===== config.mk =====
export PLATFORM = sky130hd
export DESIGN_NAME = psw_swap_unit
export DESIGN_NICKNAME = d
export VERILOG_FILES = /design/src/rtl/psw_swap_pkg.sv /design/src/rtl/psw_rst_sync.sv /design/src/rtl/psw_pending.sv /design/src/rtl/psw_arbiter.sv /design/src/rtl/psw_seq.sv /design/src/rtl/psw_swap_unit.sv
export SDC_FILE = /design/constraint.sdc
export NUM_CORES = 1
export LEC_CHECK = 0
export BUFFER_PORTS_ARGS = -buffer_cell sky130_fd_sc_hd__buf_4
export CAP_MARGIN = 10
export CORE_AREA = 3 3 178 180
export DETAILED_ROUTE_END_ITERATION = 10
export DIE_AREA = 0 0 181 183
export RECOVER_POWER = 50
export SLEW_MARGIN = 10
export SYNTH_ARGS = -nofsm -noshare
export SYNTH_HDL_FRONTEND = slang
export SYNTH_SLANG_ARGS = --single-unit

===== constraint.sdc =====
create_clock -name clk -period 9.58 [get_ports clk]
set_clock_uncertainty 0.05 [all_clocks]
set_input_delay 0.479 -clock clk [delete_from_list [all_inputs] [get_ports clk]]
set_output_delay 0.479 -clock clk [all_outputs]
set_load 0.1 [all_outputs]

===== src/rtl/psw_swap_pkg.sv =====
package psw_swap_pkg;

  localparam int N_CLASS = 5;
  localparam int CLS_W   = 3;
  localparam int PSW_W   = 64;
  localparam int ICODE_W = 16;

  // status word field positions
  localparam int IOEN_BIT  = 63;
  localparam int EXTEN_BIT = 62;
  localparam int PMASK_HI  = 57;
  localparam int PMASK_LO  = 54;
  localparam int ICODE_HI  = 47;
  localparam int ICODE_LO  = 32;

  typedef enum logic [CLS_W-1:0] {
    CLS_IO   = 3'd0,
    CLS_PROG = 3'd1,
    CLS_SVC  = 3'd2,
    CLS_EXT  = 3'd3,
    CLS_MCHK = 3'd4
  } cls_e;

  typedef enum logic [1:0] {
    SQ_IDLE   = 2'd0,
    SQ_WR_OLD = 2'd1,
    SQ_RD_NEW = 2'd2
  } seq_e;

  // program causes that the status mask may suppress
  function automatic logic cause_allowed(input logic [3:0] cause,
                                         input logic [3:0] pmask);
    logic ok;
    case (cause)
      4'd8:    ok = pmask[3];
      4'd10:   ok = pmask[2];
      4'd13:   ok = pmask[1];
      4'd14:   ok = pmask[0];
      default: ok = 1'b1;
    endcase
    return ok;
  endfunction

endpackage


===== src/rtl/psw_rst_sync.sv =====
module psw_rst_sync (
  input  logic clk,
  input  logic rst_n,
  output logic rst_sync_n
);

  logic [1:0] sync_q;

  always_ff @(posedge clk or negedge rst_n) begin
    if (!rst_n) sync_q <= 2'b00;
    else        sync_q <= {sync_q[0], 1'b1};
  end

  assign rst_sync_n = sync_q[1];

endmodule


===== src/rtl/psw_pending.sv =====
module psw_pending
  import psw_swap_pkg::*;
(
  input  logic                       clk,
  input  logic                       rst_n,
  input  logic [N_CLASS-1:0]         req_i,
  input  logic [N_CLASS*ICODE_W-1:0] code_i,
  input  logic [3:0]                 pmask_i,
  input  logic [N_CLASS-1:0]         clr_i,
  output logic [N_CLASS-1:0]         pend_o,
  output logic [N_CLASS*ICODE_W-1:0] code_o
);

  for (genvar g = 0; g < N_CLASS; g++) begin : g_cls
    logic               accept;
    logic               pend_d;
    logic               pend_q;
    logic [ICODE_W-1:0] code_d;
    logic [ICODE_W-1:0] code_q;

    if (g == int'(CLS_PROG)) begin : g_prog
      // only the cause nibble is kept for program exceptions
      assign code_d = code_i[g*ICODE_W +: ICODE_W] & ICODE_W'(16'h000F);
      assign accept = req_i[g] && cause_allowed(code_d[3:0], pmask_i);
    end else begin : g_plain
      assign code_d = code_i[g*ICODE_W +: ICODE_W];
      assign accept = req_i[g];
    end

    // a new arrival wins over the clear of the swap being started
    assign pend_d = accept | (pend_q & ~clr_i[g]);

    always_ff @(posedge clk or negedge rst_n) begin
      if (!rst_n) pend_q <= 1'b0;
      else        pend_q <= pend_d;
    end

    always_ff @(posedge clk or negedge rst_n) begin
      if (!rst_n)      code_q <= '0;
      else if (accept) code_q <= code_d;
    end

    assign pend_o[g]                     = pend_q;
    assign code_o[g*ICODE_W +: ICODE_W] = code_q;
  end

endmodule


===== src/rtl/psw_arbiter.sv =====
module psw_arbiter
  import psw_swap_pkg::*;
(
  input  logic [N_CLASS-1:0] pend_i,
  input  logic               io_en_i,
  input  logic               ext_en_i,
  output logic               any_o,
  output logic [CLS_W-1:0]   cls_o
);

  logic [N_CLASS-1:0] elig;

  always_comb begin
    elig                 = pend_i;
    elig[int'(CLS_IO)]   = pend_i[int'(CLS_IO)]  & io_en_i;
    elig[int'(CLS_EXT)]  = pend_i[int'(CLS_EXT)] & ext_en_i;
  end

  // ascending scan: the last hit is the highest class number
  always_comb begin
    cls_o = '0;
    for (int i = 0; i < N_CLASS; i++) begin
      if (elig[i]) cls_o = CLS_W'(i);
    end
  end

  assign any_o = |elig;

endmodule


===== src/rtl/psw_seq.sv =====
module psw_seq
  import psw_swap_pkg::*;
#(
  parameter int ADDR_W   = 24,
  parameter int OLD_BASE = 'h18,
  parameter int NEW_BASE = 'h58
) (
  input  logic               clk,
  input  logic               rst_n,
  input  logic               any_i,
  input  logic [CLS_W-1:0]   cls_i,
  input  logic [ICODE_W-1:0] sel_code_i,
  input  logic               ldst_req_i,
  input  logic [ADDR_W-1:0]  ldst_addr_i,
  input  logic               mem_ack_i,
  input  logic [PSW_W-1:0]   mem_rdata_i,
  output logic [N_CLASS-1:0] clr_o,
  output logic [PSW_W-1:0]   psw_o,
  output logic               busy_o,
  output logic               mem_req_o,
  output logic               mem_we_o,
  output logic [ADDR_W-1:0]  mem_addr_o,
  output logic [PSW_W-1:0]   mem_wdata_o
);

  localparam logic [ADDR_W-1:0] OLD_A = ADDR_W'(OLD_BASE);
  localparam logic [ADDR_W-1:0] NEW_A = ADDR_W'(NEW_BASE);

  function automatic logic [ADDR_W-1:0] slot_off(input logic [CLS_W-1:0] c);
    return ADDR_W'({c, 3'b000});
  endfunction

  seq_e               state_q, state_d;
  logic [ADDR_W-1:0]  addr_q, addr_d;
  logic [PSW_W-1:0]   wdata_q, wdata_d;
  logic [CLS_W-1:0]   cls_q, cls_d;
  logic [PSW_W-1:0]   psw_q, psw_d;
  logic               addr_en, wdata_en, cls_en, psw_en;
  logic [PSW_W-1:0]   merged;

  always_comb begin
    merged                    = psw_q;
    merged[ICODE_HI:ICODE_LO] = sel_code_i;
  end

  always_comb begin
    state_d  = state_q;
    addr_d   = addr_q;
    wdata_d  = wdata_q;
    cls_d    = cls_q;
    psw_d    = psw_q;
    addr_en  = 1'b0;
    wdata_en = 1'b0;
    cls_en   = 1'b0;
    psw_en   = 1'b0;
    clr_o    = '0;
    unique case (state_q)
      SQ_IDLE: begin
        if (ldst_req_i) begin
          state_d = SQ_RD_NEW;
          addr_en = 1'b1;
          addr_d  = {ldst_addr_i[ADDR_W-1:3], 3'b000};
        end else if (any_i) begin
          state_d  = SQ_WR_OLD;
          addr_en  = 1'b1;
          addr_d   = OLD_A + slot_off(cls_i);
          cls_en   = 1'b1;
          cls_d    = cls_i;
          wdata_en = 1'b1;
          wdata_d  = merged;
          clr_o    = N_CLASS'(1) << cls_i;
        end
      end
      SQ_WR_OLD: begin
        if (mem_ack_i) begin
          state_d = SQ_RD_NEW;
          addr_en = 1'b1;
          addr_d  = NEW_A + slot_off(cls_q);
        end
      end
      SQ_RD_NEW: begin
        if (mem_ack_i) begin
          state_d = SQ_IDLE;
          psw_en  = 1'b1;
          psw_d   = {mem_rdata_i[PSW_W-1:1], 1'b0};
        end
      end
      default: state_d = SQ_IDLE;
    endcase
  end

  always_ff @(posedge clk or negedge rst_n) begin
    if (!rst_n) state_q <= SQ_IDLE;
    else        state_q <= state_d;
  end

  always_ff @(posedge clk or negedge rst_n) begin
    if (!rst_n)       addr_q <= '0;
    else if (addr_en) addr_q <= addr_d;
  end

  always_ff @(posedge clk or negedge rst_n) begin
    if (!rst_n)        wdata_q <= '0;
    else if (wdata_en) wdata_q <= wdata_d;
  end

  always_ff @(posedge clk or negedge rst_n) begin
    if (!rst_n)      cls_q <= '0;
    else if (cls_en) cls_q <= cls_d;
  end

  always_ff @(posedge clk or negedge rst_n) begin
    if (!rst_n)      psw_q <= '0;
    else if (psw_en) psw_q <= psw_d;
  end

  assign psw_o       = psw_q;
  assign busy_o      = (state_q != SQ_IDLE);
  assign mem_req_o   = (state_q != SQ_IDLE);
  assign mem_we_o    = (state_q == SQ_WR_OLD);
  assign mem_addr_o  = addr_q;
  assign mem_wdata_o = wdata_q;

endmodule


===== src/rtl/psw_swap_unit.sv =====
module psw_swap_unit
  import psw_swap_pkg::*;
#(
  parameter int ADDR_W   = 24,
  parameter int OLD_BASE = 'h18,
  parameter int NEW_BASE = 'h58
) (
  input  logic                       clk,
  input  logic                       rst_n,
  input  logic [N_CLASS-1:0]         irq_req_i,
  input  logic [N_CLASS*ICODE_W-1:0] irq_code_i,
  input  logic                       ldst_req_i,
  input  logic [ADDR_W-1:0]          ldst_addr_i,
  output logic                       mem_req_o,
  output logic                       mem_we_o,
  output logic [ADDR_W-1:0]          mem_addr_o,
  output logic [PSW_W-1:0]           mem_wdata_o,
  input  logic                       mem_ack_i,
  input  logic [PSW_W-1:0]           mem_rdata_i,
  output logic [PSW_W-1:0]           psw_o,
  output logic                       busy_o
);

  logic                       rst_q_n;
  logic [N_CLASS-1:0]         pend;
  logic [N_CLASS*ICODE_W-1:0] code_flat;
  logic [N_CLASS-1:0]         clr;
  logic                       any;
  logic [CLS_W-1:0]           cls;
  logic [ICODE_W-1:0]         sel_code;
  logic [PSW_W-1:0]           psw;

  psw_rst_sync u_rst (
    .clk        (clk),
    .rst_n      (rst_n),
    .rst_sync_n (rst_q_n)
  );

  psw_pending u_pend (
    .clk     (clk),
    .rst_n   (rst_q_n),
    .req_i   (irq_req_i),
    .code_i  (irq_code_i),
    .pmask_i (psw[PMASK_HI:PMASK_LO]),
    .clr_i   (clr),
    .pend_o  (pend),
    .code_o  (code_flat)
  );

  psw_arbiter u_arb (
    .pend_i   (pend),
    .io_en_i  (psw[IOEN_BIT]),
    .ext_en_i (psw[EXTEN_BIT]),
    .any_o    (any),
    .cls_o    (cls)
  );

  always_comb begin
    sel_code = '0;
    for (int i = 0; i < N_CLASS; i++) begin
      if (cls == CLS_W'(i)) sel_code = code_flat[i*ICODE_W +: ICODE_W];
    end
  end

  psw_seq #(
    .ADDR_W   (ADDR_W),
    .OLD_BASE (OLD_BASE),
    .NEW_BASE (NEW_BASE)
  ) u_seq (
    .clk         (clk),
    .rst_n       (rst_q_n),
    .any_i       (any),
    .cls_i       (cls),
    .sel_code_i  (sel_code),
    .ldst_req_i  (ldst_req_i),
    .ldst_addr_i (ldst_addr_i),
    .mem_ack_i   (mem_ack_i),
    .mem_rdata_i (mem_rdata_i),
    .clr_o       (clr),
    .psw_o       (psw),
    .busy_o      (busy_o),
    .mem_req_o   (mem_req_o),
    .mem_we_o    (mem_we_o),
    .mem_addr_o  (mem_addr_o),
    .mem_wdata_o (mem_wdata_o)
  );

  assign psw_o = psw;

endmodule


======== Word-level counts from Yosys, hierarchy flattened ========
Index checks and enable logic that the tools add are counted.
storage, ports and cells
  bits in registers ....................... 230
  bits in latches ......................... 0
  memory bits (writable) .................. 0
  memory bits (read-only) ................. 0
  bits of input ports ..................... 177
  output and inout bits ................... 155
  logic and storage cells ................. 89
  memories ................................ 0
operators by class
  add/sub/neg operators ................... 2
  multipliers ............................. 0
  div/mod/pow operators ................... 0
  $lt $le $gt $ge ......................... 0
  eq/ne operators ......................... 13
  shifts and indexed selects .............. 1
  mux-type cells .......................... 29
  bitwise gates (word level) .............. 18
  reductions and logical operators ........ 10
operators by type and width
  cell                                                                   count
  16-bit two-way mux                                                     5
  24-bit two-way mux                                                     3
  24-bit case mux with 2 select lines                                    1
  4-bit equality test, second input constant                             4
  5-bit two-way mux                                                      3
  2-bit two-way mux                                                      6
  7-bit by 6-bit adder with 8-bit output, first input constant           1
  4-bit AND reduction                                                    2
  5-bit by 6-bit adder with 7-bit output, first input constant           1
  1-bit bitwise AND                                                      7
  1-bit two-way mux                                                      7
  3-bit by 2-bit equality test with 1-bit output, second input constant  2
  1-bit NOT                                                              6
  2-bit case mux with 3 select lines                                     1
  3-bit AND reduction                                                    2
  1-bit OR                                                               5
  5-bit OR reduction                                                     1
  1-bit by 3-bit << shifter with 5-bit output, first input constant      1
  1-bit case mux with 4 select lines                                     1
  2-bit nonzero test                                                     2
  3-bit by 1-bit equality test with 1-bit output, second input constant  1
  3-bit equality test, second input constant                             1
  3-bit zero test                                                        1
  3-bit two-way mux                                                      1
  other kinds (8)                                                        8

======== Longest topological paths before layout ========
  depth after elaboration ................. 11
  gate-level depth with buffers ........... 10
  depth with buffers taken out ............ 9

======== Modules after synthesis ========
A second synthesis with hierarchy kept.
unflattened totals
  cells, all modules ...................... 703
  area, all modules ....................... 9,869.5 um^2
modules (own cells, without submodules)
  module         instances  cells each  area each (um^2)  seq. area each (um^2)
  psw_seq        1          423         6,199.7           3,803.6
  psw_pending    1          188         2,891.5           1,826.8
  psw_swap_unit  1          81          676.9             0.0
  psw_rst_sync   1          3           53.8              50.0
  psw_arbiter    1          8           47.5              0.0

======== Least setup slack after synthesis ========
OpenSTA, ideal clock, no wires.
  path kind ............................... register -> register
  start ................................... register u_pend.g_cls[4].pend_q
  end ..................................... register u_seq.wdata_q[47], in the netlist u_seq.mem_wdata_o[47]
  library setup time ...................... 0.092 ns
  arrival time ............................ 2.317 ns
  data required time ...................... 9.438 ns
  path slack .............................. 7.121 ns
  stages on the path, launching flop included .. 10
  path buffers ............................ 4
  period minus slack after synthesis ...... 2.459 ns
  cell sequence ........................... dfrtp_1 > buf_2 > buf_1 > or2_2 > ha_1 > clkbuf_1 > nor4b_1 > buf_2 > a221oi_1 > o31ai_2
between the ends
  cells in the longest elaborated chain, start to end .. 7
  elaborated cells between the ends (all ways) .. 16
  classes of those cells .................. 4 x eq/ne; 9 x mux; 3 x reduce/logical
ends and longest elaborated chain
  item                             RTL line             source
  from (decl)                      psw_pending.sv:17    logic pend_q;
  from (signal assigned)           psw_pending.sv:35    else pend_q <= pend_d;
  3-bit two-way mux                psw_arbiter.sv:23    if (elig[i]) cls_o = CLS_W'(i);
  3-bit zero test                  psw_swap_unit.sv:61  if (cls == CLS_W'(i)) sel_code = code_flat[i*ICODE_W +: ICODE_W];
  16-bit two-way mux (5 in a row)  psw_swap_unit.sv:61
  to (signal assigned)             psw_seq.sv:104       else if (wdata_en) wdata_q <= wdata_d;
  to (decl)                        psw_seq.sv:35        logic [PSW_W-1:0] wdata_q, wdata_d;
Parallel ways exist; a longest one is shown, timed or not.
A chain may end at the register's enable or synchronous reset.

==> results_dict.tcl <==
set metrics [dict create \
    cts_tree "done" \
    grt_pass1_vias 7165 \
    root_buffer "clkbuf_16" \
    die_h_um 183 \
    crit_type "register to async pin" \
    synth_largest_area_cell "dfrtp_1" \
    netlist_area_um2 9300 \
    dp.final_hpwl_mm 18.9 \
    crit_arrival_ps 4940 \
    synth_edf_count 0 \
    dieArea_um2 33100 \
    initial_utilization_pct 30.6 \
    detail_route.wirelength_mm 26.5 \
    fin_crit_ps 4450 \
    num-nets-final 1292 \
    critPathMaxFanout 64 \
    clk_latency_ps 520 \
    met3WireLength_mm 1.87 \
    antenna_left 0 \
    first_pass_iters 8 \
    slew_violations 59 \
    timing.fmax_ghz 0.225 \
    h-tree-depth 1 \
    clock_path_buffers 3 \
    yosysTopAreaCellShare_pct 61.1 \
    critPathLaunchType "register" \
    row_count 64 \
    synth.distinct_cells 46 \
    cts.sinks 227 \
    avgSynthCellArea_um2 11.5 \
    wl_met2_mm 12.8 \
    grt.overflow.total 0 \
    critPathCaptureType "async pin" \
    final_common_cell "dfrtp_1" \
    ys_seq_elements 227 \
    seq_area_frac_synth_pct 61.1 \
    final_cell_mix "227 x dfrtp_1, 215 x nand2_1, 173 x buf_4" \
    postSynthCellCount 811 \
    clk_pin_slew_worst_paths_ps 60 \
    fin_tns_setup_ps 0 \
    antenna_found_initial 1 \
    final-hold-violation-count 0 \
    grt_pass1_wl_mm 40.7 \
    violations "capacitance limit, slew limit" \
    gp_congestion 0.802 \
    rsz0062_at_grt "false" \
    drc 0 \
    drt-vias-per-instance 4.57 \
    wl_per_cell_um 17.4 \
    period_share_pct 46.4 \
    synth_ff_type "dfrtp_1" \
    worst_slew_pin_slew_ps 3070 \
    ys.warnings.count 0 \
    io-pin-count 332 \
    post_cts_resized 0 \
    core_um2 30300 \
    max_slew_margin_pct -104 \
    cp_data_required_time_ps 10080 \
    track_usage_pct 15.3 \
    drt_iter0_markers 340 \
    synth_area_leaders "dfrtp_1 61%, mux2_2 14%, nand2_1 8.7%" \
    cap_violations 1 \
    port_buffers 310 \
    area_delta_synth_final_pct 31.8 \
    setup_violations 0 \
    grt_max_degree 76 \
    status "complete, but fails checks" \
    final_layout_size_suffix_gt1_share_pct 29.8 \
    hold_path_class "input port to register" \
    die_x_um 181 \
    cts_setup_buffers 0 \
    top_layer_used "met4" \
    m1WireLength_mm 11.1 \
    vias 6951 \
    cts_buffers 27 \
    async_reset_ff_share_pct 100 \
]
[critical path: stages, from the launching register on]
cell,delay (ps)
dfrtp_1,1180
clkbuf_1,2230
buf_4,930
[synthesized netlist by cell type, types with 4 or more instances]
cell type  number
nand2_1       215
o31ai_1        13
clkbuf_1       20
buf_2          20
a21o_1          7
inv_1          24
a221oi_1       20
mux2_2        112
nand3b_1        4
o21ai_0        42
dfrtp_1       227
a21oi_1        34
nor2_1         11
buf_4           8
ha_1            7
[metal layers]
metal | up-vias | track usage (%)
li1 | 3320 | -
met1 | 3381 | 19.3
met2 | 204 | 25.5
met3 | 46 | 4.56
met4 | 0 | 5.12
met5 | - | 0
[cell type report]
| cell class | count | area, µm² |
|---|---|---|
| diodes | 1 | 2.50 |
| clock buffers | 36 | 759 |
| clock inverters | 8 | 98.8 |
| fillers | 3082 | 18100 |
| inverters | 24 | 90.1 |
| multi-input cells | 508 | 3270 |
| flip-flops and latches | 227 | 5680 |
| well taps | 396 | 495 |
| repair buffers | 320 | 1860 |
[worst paths after layout]
kind,start,endpoint,slack (ps),depth (start not counted)
worst max-delay path,u_rst.sync_q[1]$_DFF_PN0_,u_seq.mem_wdata_o[1]$_DFFE_PN0P_,5130,2
worst min-delay path,irq_code_i[57],u_pend.g_cls[3].code_q[9]$_DFFE_PN0P_,110,3
worst max register to register,u_rst.sync_q[1]$_DFF_PN0_,u_seq.mem_wdata_o[1]$_DFFE_PN0P_,5130,2
worst min register to register,u_rst.sync_q[0]$_DFF_PN0_,u_rst.sync_q[1]$_DFF_PN0_,300,0
max in group clk,u_seq.psw_o[62]$_DFFE_PN0P_,u_seq.mem_wdata_o[46]$_DFFE_PN0P_,6610,7
min in group asynchronous,rst_n,u_rst.sync_q[0]$_DFF_PN0_,240,2
[logic make-up after synthesis]
| logic type | synth area share (%) |
|---|---|
| other | 0.0808 |
| adder cells (fa/ha/maj) | 0.942 |
| AO/OA/AOI/OAI | 9.35 |
| flip-flops | 61.1 |
| AND/OR/NAND/NOR | 10.7 |
| XOR/XNOR | 0.0942 |
| buffers and inverters | 4.09 |
| multiplexers | 13.7 |
[stage by stage]
| step | setup WS (ps) | instance area, µm² | instances | utilization [%] | hold WS [ps] |
|---|---|---|---|---|---|
| after floorplan | 2740 | 9310 | 815 | - | 133 |
| after global placement | 6690 | 11900 | 1474 | 39.3 | 213 |
| after detailed placement | 6640 | 11900 | 1474 | 39.3 | 214 |
| after CTS | 6610 | 12800 | 1519 | 42.2 | 83.3 |
| after global routing | 4230 | 12300 | 1520 | 40.4 | 92.2 |
| final | 5130 | 12300 | 1520 | 40.4 | 107 |
[state kept, by name, summed over array words and instances (netlist names)]
register,cells
u_pend.g_cls.pend_q,5
u_pend.g_cls.code_q,68
u_seq.state_q,2
u_seq.cls_q,3
u_seq.mem_addr_o,21
u_rst.sync_q,2
u_seq.mem_wdata_o,63
u_seq.psw_o,63
[timing repair]
action / CTS / global route
hold buffers: 1 / 0
endpoints found under the setup margin: 0 / 0
endpoints found under the hold margin: 2 / 0
Power is not shown: default switching activity piles up to over one toggle a cycle in this logic, so the estimate is an artifact.
